<file path="config.mk">
export PLATFORM = sky130hd
export DESIGN_NAME = region_freeze_ctrl
export DESIGN_NICKNAME = d
export VERILOG_FILES = /design/src/rtl/rfb_pkg.sv /design/src/rtl/rfb_datapath.sv /design/src/rtl/rfb_ctrl.sv /design/src/rtl/region_freeze_ctrl.sv
export SDC_FILE = /design/constraint.sdc
export NUM_CORES = 1
export LEC_CHECK = 0
export ABC_AREA = 1
export BUFFER_PORTS_ARGS = -buffer_cell sky130_fd_sc_hd__buf_2
export CAP_MARGIN = 30
export CORE_MARGIN = 2
export CORE_UTILIZATION = 35
export CTS_BUF_LIST = sky130_fd_sc_hd__clkbuf_8
export CTS_CLUSTER_SIZE = 25
export DETAILED_ROUTE_END_ITERATION = 6
export PLACE_DENSITY = 0.65
export SLEW_MARGIN = 0
export SYNTH_ARGS = -nofsm -noshare
export SYNTH_HDL_FRONTEND = slang
export SYNTH_SLANG_ARGS = --single-unit
</file>
<file path="constraint.sdc">
create_clock -name clk -period 1.5 [get_ports clk]
set_clock_uncertainty 0.15 [all_clocks]
set_input_delay 0.075 -clock clk [delete_from_list [all_inputs] [get_ports clk]]
set_output_delay 0.075 -clock clk [all_outputs]
set_load 0.1 [all_outputs]
</file>
<file path="src/rtl/rfb_pkg.sv">
package rfb_pkg;
  typedef enum logic [2:0] {
    ST_RUN    = 3'd0,
    ST_DRAIN  = 3'd1,
    ST_FROZEN = 3'd2,
    ST_RELRST = 3'd3,
    ST_RESUME = 3'd4
  } frzState_e;

  // Requests decoded from a control-word write.
  typedef struct packed {
    logic freeze;
    logic unfreeze;
    logic reset;
    logic multi;
  } reqDecode_t;

  // Strobes and status the control FSM hands to the datapath.
  typedef struct packed {
    logic illState;
    logic illMulti;
    logic illReset;
    logic frzDone;
    logic unfrzDone;
  } ctrlStrobe_t;

  localparam int unsigned ILL_W = 3;
  localparam int unsigned REQ_W = 3;
endpackage

</file>
<file path="src/rtl/rfb_datapath.sv">
module rfb_datapath
  import rfb_pkg::*;
#(
  parameter int unsigned ADDR_W  = 4,
  parameter int unsigned DATA_W  = 32,
  parameter logic [DATA_W-1:0] VERSION = 32'hAD000003
) (
  input  logic              clk,
  input  logic              rstN,
  input  logic              wrEn,
  input  logic [ADDR_W-1:0] addr,
  input  logic [DATA_W-1:0] wrData,
  input  ctrlStrobe_t       strobe,
  output reqDecode_t        req,
  output logic [ILL_W-1:0]  illReg,
  output logic [DATA_W-1:0] rdData
);
  localparam logic [ADDR_W-1:0] OFS_STATUS = ADDR_W'(0);
  localparam logic [ADDR_W-1:0] OFS_CTRL   = ADDR_W'(4);
  localparam logic [ADDR_W-1:0] OFS_ILL    = ADDR_W'(8);
  localparam logic [ADDR_W-1:0] OFS_VER    = ADDR_W'(12);

  logic [DATA_W-1:0] ctrlReg;
  logic [REQ_W-1:0]  reqBits;
  logic              ctrlWr;
  logic              illClr;
  logic [ILL_W-1:0]  illSet;

  assign ctrlWr  = wrEn && (addr == OFS_CTRL);
  assign illClr  = wrEn && (addr == OFS_ILL) && wrData[0];
  assign reqBits = wrData[REQ_W-1:0];

  always_comb begin
    req          = '0;
    req.freeze   = ctrlWr && (reqBits == 3'b001);
    req.reset    = ctrlWr && (reqBits == 3'b010);
    req.unfreeze = ctrlWr && (reqBits == 3'b100);
    req.multi    = ctrlWr && ($countones(reqBits) > 1);
  end

  assign illSet = {strobe.illReset, strobe.illMulti, strobe.illState};

  always_ff @(posedge clk) begin
    if (!rstN) begin
      ctrlReg <= '0;
      illReg  <= '0;
    end else begin
      if (ctrlWr) ctrlReg <= wrData;
      if (illClr) illReg <= illSet;
      else        illReg <= illReg | illSet;
    end
  end

  always_comb begin
    rdData = '0;
    unique case (addr)
      OFS_STATUS: rdData = DATA_W'({strobe.unfrzDone, strobe.frzDone});
      OFS_CTRL:   rdData = ctrlReg;
      OFS_ILL:    rdData = DATA_W'(illReg);
      OFS_VER:    rdData = VERSION;
      default:    rdData = '0;
    endcase
  end
endmodule

</file>
<file path="src/rtl/rfb_ctrl.sv">
module rfb_ctrl
  import rfb_pkg::*;
(
  input  logic        clk,
  input  logic        rstN,
  input  reqDecode_t  req,
  input  logic        regionAck,
  output ctrlStrobe_t strobe,
  output logic        freezeOut,
  output logic        regionReset,
  output logic        freezeReq,
  output logic        unfreezeReq
);
  frzState_e state, nextState;
  logic      rstSet, rstClr;

  always_comb begin
    nextState       = state;
    rstSet          = 1'b0;
    rstClr          = 1'b0;
    strobe          = '0;
    strobe.illMulti = req.multi;
    case (state)
      ST_DRAIN:  if (regionAck) nextState = ST_FROZEN;
      ST_RELRST: nextState = ST_RESUME;
      ST_RESUME: if (regionAck) nextState = ST_RUN;
      default:   ;
    endcase
    if (req.freeze) begin
      if (state == ST_RUN) nextState = ST_DRAIN;
      else                 strobe.illState = 1'b1;
    end
    if (req.unfreeze) begin
      if (state == ST_FROZEN) begin
        nextState = ST_RELRST;
        rstClr    = 1'b1;
      end else begin
        strobe.illState = 1'b1;
      end
    end
    if (req.reset) begin
      if (state == ST_FROZEN) rstSet = 1'b1;
      else                    strobe.illReset = 1'b1;
    end
    strobe.frzDone   = (state == ST_FROZEN);
    strobe.unfrzDone = (state == ST_RUN);
  end

  always_ff @(posedge clk) begin
    if (!rstN) begin
      state       <= ST_RUN;
      regionReset <= 1'b0;
    end else begin
      state <= nextState;
      if (rstClr)      regionReset <= 1'b0;
      else if (rstSet) regionReset <= 1'b1;
    end
  end

  assign freezeOut   = (state == ST_FROZEN) || (state == ST_RELRST);
  assign freezeReq   = (state == ST_DRAIN);
  assign unfreezeReq = (state == ST_RESUME);
endmodule

</file>
<file path="src/rtl/region_freeze_ctrl.sv">
module region_freeze_ctrl
  import rfb_pkg::*;
#(
  parameter int unsigned ADDR_W  = 4,
  parameter int unsigned DATA_W  = 32,
  parameter logic [DATA_W-1:0] VERSION = 32'hAD000003
) (
  input  logic              clk,
  input  logic              rstN,
  input  logic              wrEn,
  input  logic [ADDR_W-1:0] addr,
  input  logic [DATA_W-1:0] wrData,
  output logic [DATA_W-1:0] rdData,
  output logic              freezeOut,
  output logic              regionReset,
  output logic              freezeReq,
  output logic              unfreezeReq,
  input  logic              regionAck
);
  reqDecode_t       req;
  ctrlStrobe_t      strobe;
  logic [ILL_W-1:0] illReg;
  logic             frzDone;
  logic             unfrzDone;

  assign frzDone   = strobe.frzDone;
  assign unfrzDone = strobe.unfrzDone;

  rfb_datapath #(
    .ADDR_W (ADDR_W),
    .DATA_W (DATA_W),
    .VERSION(VERSION)
  ) u_dp (
    .clk   (clk),
    .rstN  (rstN),
    .wrEn  (wrEn),
    .addr  (addr),
    .wrData(wrData),
    .strobe(strobe),
    .req   (req),
    .illReg(illReg),
    .rdData(rdData)
  );

  rfb_ctrl u_ctrl (
    .clk        (clk),
    .rstN       (rstN),
    .req        (req),
    .regionAck  (regionAck),
    .strobe     (strobe),
    .freezeOut  (freezeOut),
    .regionReset(regionReset),
    .freezeReq  (freezeReq),
    .unfreezeReq(unfreezeReq)
  );
endmodule

</file>
==> flow_metrics.py <==
metrics = {
    "setup_path": {
        "crit_required_ns": 1.27,
        "worstPathMaxFanout": 3,
        "startpoint_type": "register",
        "r2r_slack_ns": -0.07,
        "worstSetupPathType": "register to output pin",
        "cp_data_arrival_time_ns": 1.40,
        "end_kind": "output pin",
    },
    "route": {
        "final_antenna_net_count": 0,
        "post_drt_wl_per_cell_um": 12.03,
        "via_count": 2043,
        "viasPerCell": 4.591,
        "drc": 0,
        "dr.pass1.iters": 4,
        "drt-total-wl_mm": 5.352,
        "drtIter0Drc": 92,
    },
    "layout": {
        "drive_above_1_share_pct": 32.00,
        "diodes": 0,
        "fin_cells": 445,
        "final_nets": 418,
        "syn2layout_area_growth_pct": 89.64,
    },
    "sta": {
        "final-max-slew-violation-count": 0,
        "whs_ns": 0.04062,
        "fin_ws_ns": -0.1237,
        "relSlewSlack_pct": 67.96,
        "post-route-min-period_ns": 1.624,
        "setup_viol": 4,
        "rsz0062_at_grt": "true",
        "min_period_over_period_pct": 108.2,
        "fin_tns_setup_ns": -0.2939,
        "max_freq_mhz": 615.9,
        "worst_pin_slew_ns": 0.4840,
        "hold_violations": 0,
    },
    "cts": {
        "insertion_delay_ns": 0.28,
        "cts_sinks": 39,
        "cts.clk_slew.worst_paths_ns": 0.07,
        "clock_path_buffers": 2,
        "cts_made_buffers": 5,
        "cts_tree": "built",
        "root_buffer": "clkbuf_8",
        "cts_htree_levels": 2,
    },
    "synthesis": {
        "yosysTopAreaCell": "dfxtp_1",
        "syn_nets": 299,
        "syn-instance-count": 255,
        "yosys_register_bits": 39,
        "seq_area_frac_synth_pct": 43.67,
        "yosys-top-cells-area": "dfxtp_1, a21oi_1, inv_1, o21ai_0, nor2_1",
        "synth_top_area_share_pct": 43.67,
        "syn_avg_cell_area_sq_um": 7.012,
        "ys_types": 20,
        "synth_warnings": 0,
        "netlist_area_sq_mm": 0.001788,
    },
    "grt": {
        "grt_pass1_wl_mm": 8.756,
        "overflow": 0,
        "grt_max_degree": 43,
        "grt_antenna_before_repair": 0,
        "grt_usage_pct": 19.94,
        "grt_pass1_vias": 1912,
    },
    "floorplan": {
        "fp.dieW_um": 75.48,
        "die_area_sq_mm": 0.005696,
        "num_io_pins": 76,
        "rows": 26,
        "core_area_sq_mm": 0.005010,
        "start_util_pct": 35.69,
        "die_h_um": 75.48,
    },
    "place": {
        "dp_cells": 396,
        "place_congestion": 0.8504,
        "numPortBuffers": 75,
        "pre_cts_ws_ns": 0.08410,
        "dp_hpwl_mm": 3.395,
    },
    "power_and_ir_drop": {
        "comb_power_share_pct": 15.1,
        "internal_power_mw": 1.753,
        "clockPowerShare_pct": 38.9,
        "p_switching_uw": 540.6,
        "power_frac_seq_pct": 46.0,
        "power_density_mw_per_mm2": 676.4,
        "irDropWorstVdd_mv": 0.4119,
        "p_leak_nw": 1.403,
        "swShare_pct": 23.57,
        "finalPower_mw": 2.294,
    },
    "outcome": {
        "status": "finished with violations",
        "failed_checks": "negative setup slack",
    },
    "run": {
        "drv_cap": 0,
    },
    "worst_hold_path": {
        "hold_path_class": "primary input to register",
    },
}
[cells by family (layout without fill, tap and decap cells)]
group           after synthesis  after routing  share of synthesized area [%]
fa+ha+maj                     4              4                          2.799
flops                        39             39                          43.67
compound gates               81             81                          23.09
buf+inv                      62            182                          13.37
simple gates                 69             69                          17.08
[path summary, 6_finish.rpt]
check             cells after the start                              end                            start
setup / recovery                      6                        rdData[1]       u_ctrl.state[0]$_SDFF_PN0_
hold / removal                        3     u_dp.ctrlReg[0]$_SDFFE_PN0P_                        wrData[0]
hold reg to reg                       2  u_ctrl.regionReset$_SDFFE_PP0P_  u_ctrl.regionReset$_SDFFE_PP0P_
setup reg to reg                     10       u_ctrl.state[0]$_SDFF_PN0_       u_ctrl.state[0]$_SDFF_PN0_
[critical path: stages, from the launching register on]
cell	delay [ns]
dfxtp_4	0.36
nor2_4	0.11
inv_2	0.06
nor2_4	0.11
nand4_1	0.09
o211ai_1	0.17
buf_12	0.22
[final cells by class]
class                           instances  area (sq um)
Clock buffer                            6         82.58
Clock inverter                          2         35.03
Fill cell                             419          1619
Inverter                               49         183.9
Multi-Input combinational cell        154         828.3
Sequential cell                        39         789.5
Tap cell                               70         87.58
Timing Repair Buffer                  125          1384
[synthesized netlist by cell type]
cell type,count
nand2_1,20
o21ai_0,33
ha_1,4
inv_2,2
nor2_4,1
a211oi_1,1
o211ai_1,2
inv_1,47
nand3_1,3
nand3b_1,1
clkbuf_1,8
a21oi_1,45
nand4_1,7
or2_0,1
nor2_2,1
nor3_1,2
dfxtp_1,39
nand3_2,1
buf_2,5
nor2_1,32
[placed cells by master, fill, tap and decap left out, types with 7 or more instances in the layout]
| master | Yosys | routed |
|---|---|---|
| inv_1 | 47 | 45 |
| a21oi_1 | 45 | 45 |
| buf_2 | 5 | 40 |
| buf_12 | 0 | 37 |
| dfxtp_1 | 39 | 36 |
| dlygate4sd3_1 | 0 | 33 |
| o21ai_0 | 33 | 32 |
| nor2_1 | 32 | 25 |
| nand2_1 | 20 | 17 |
| buf_4 | 0 | 15 |
| nor2_4 | 1 | 7 |
| nand4_1 | 7 | 7 |
[layer usage]
| layer | up-vias | GRT usage (%) | share of wire, % |
|---|---|---|---|
| met5 | - | 0 | 0 |
| met4 | 0 | 4.288 | 0.34 |
| met2 | 68 | 34.59 | 52 |
| met3 | 2 | 6.481 | 6.5 |
| met1 | 923 | 24.17 | 41 |
| li1 | 1050 | - | - |
[per-stage QoR]
| stage | utilization, % | instance area, sq um |
|---|---|---|
| after global placement | 56.72 | 2841 |
| after global routing | 67.68 | 3391 |
| after detailed placement | 56.72 | 2841 |
| final | 67.68 | 3391 |
| after floorplan | - | 1815 |
| after CTS | 67.38 | 3376 |
[flip-flops by register name, indices dropped and copies added (netlist names)]
register and cells:
u_dp.illReg 3, u_ctrl.state 3, u_ctrl.regionReset 1, u_dp.ctrlReg 32
[power by group through the flow]
stage | Combinational, mW | Sequential (mW) | Clock (mW)
floorplan | 0.148 | 1.08 | 0
global placement | 0.273 | 1.08 | 0
detailed placement | 0.277 | 1.08 | 0
CTS | 0.344 | 1.06 | 0.927
global route | 0.378 | 1.06 | 0.977
finish | 0.347 | 1.06 | 0.891
[timing repair]
item / CTS / global route
hold endpoints to repair: 36 / 0
setup endpoints to repair: 2 / 6
hold buffers: 33 / 0
gates resized for setup: 14 / 2
pin swaps: 4 / 3
cloned: 0 / 0
buffers inserted: 7 / 2
No activity file was read; power rests on OpenSTA's default activity.
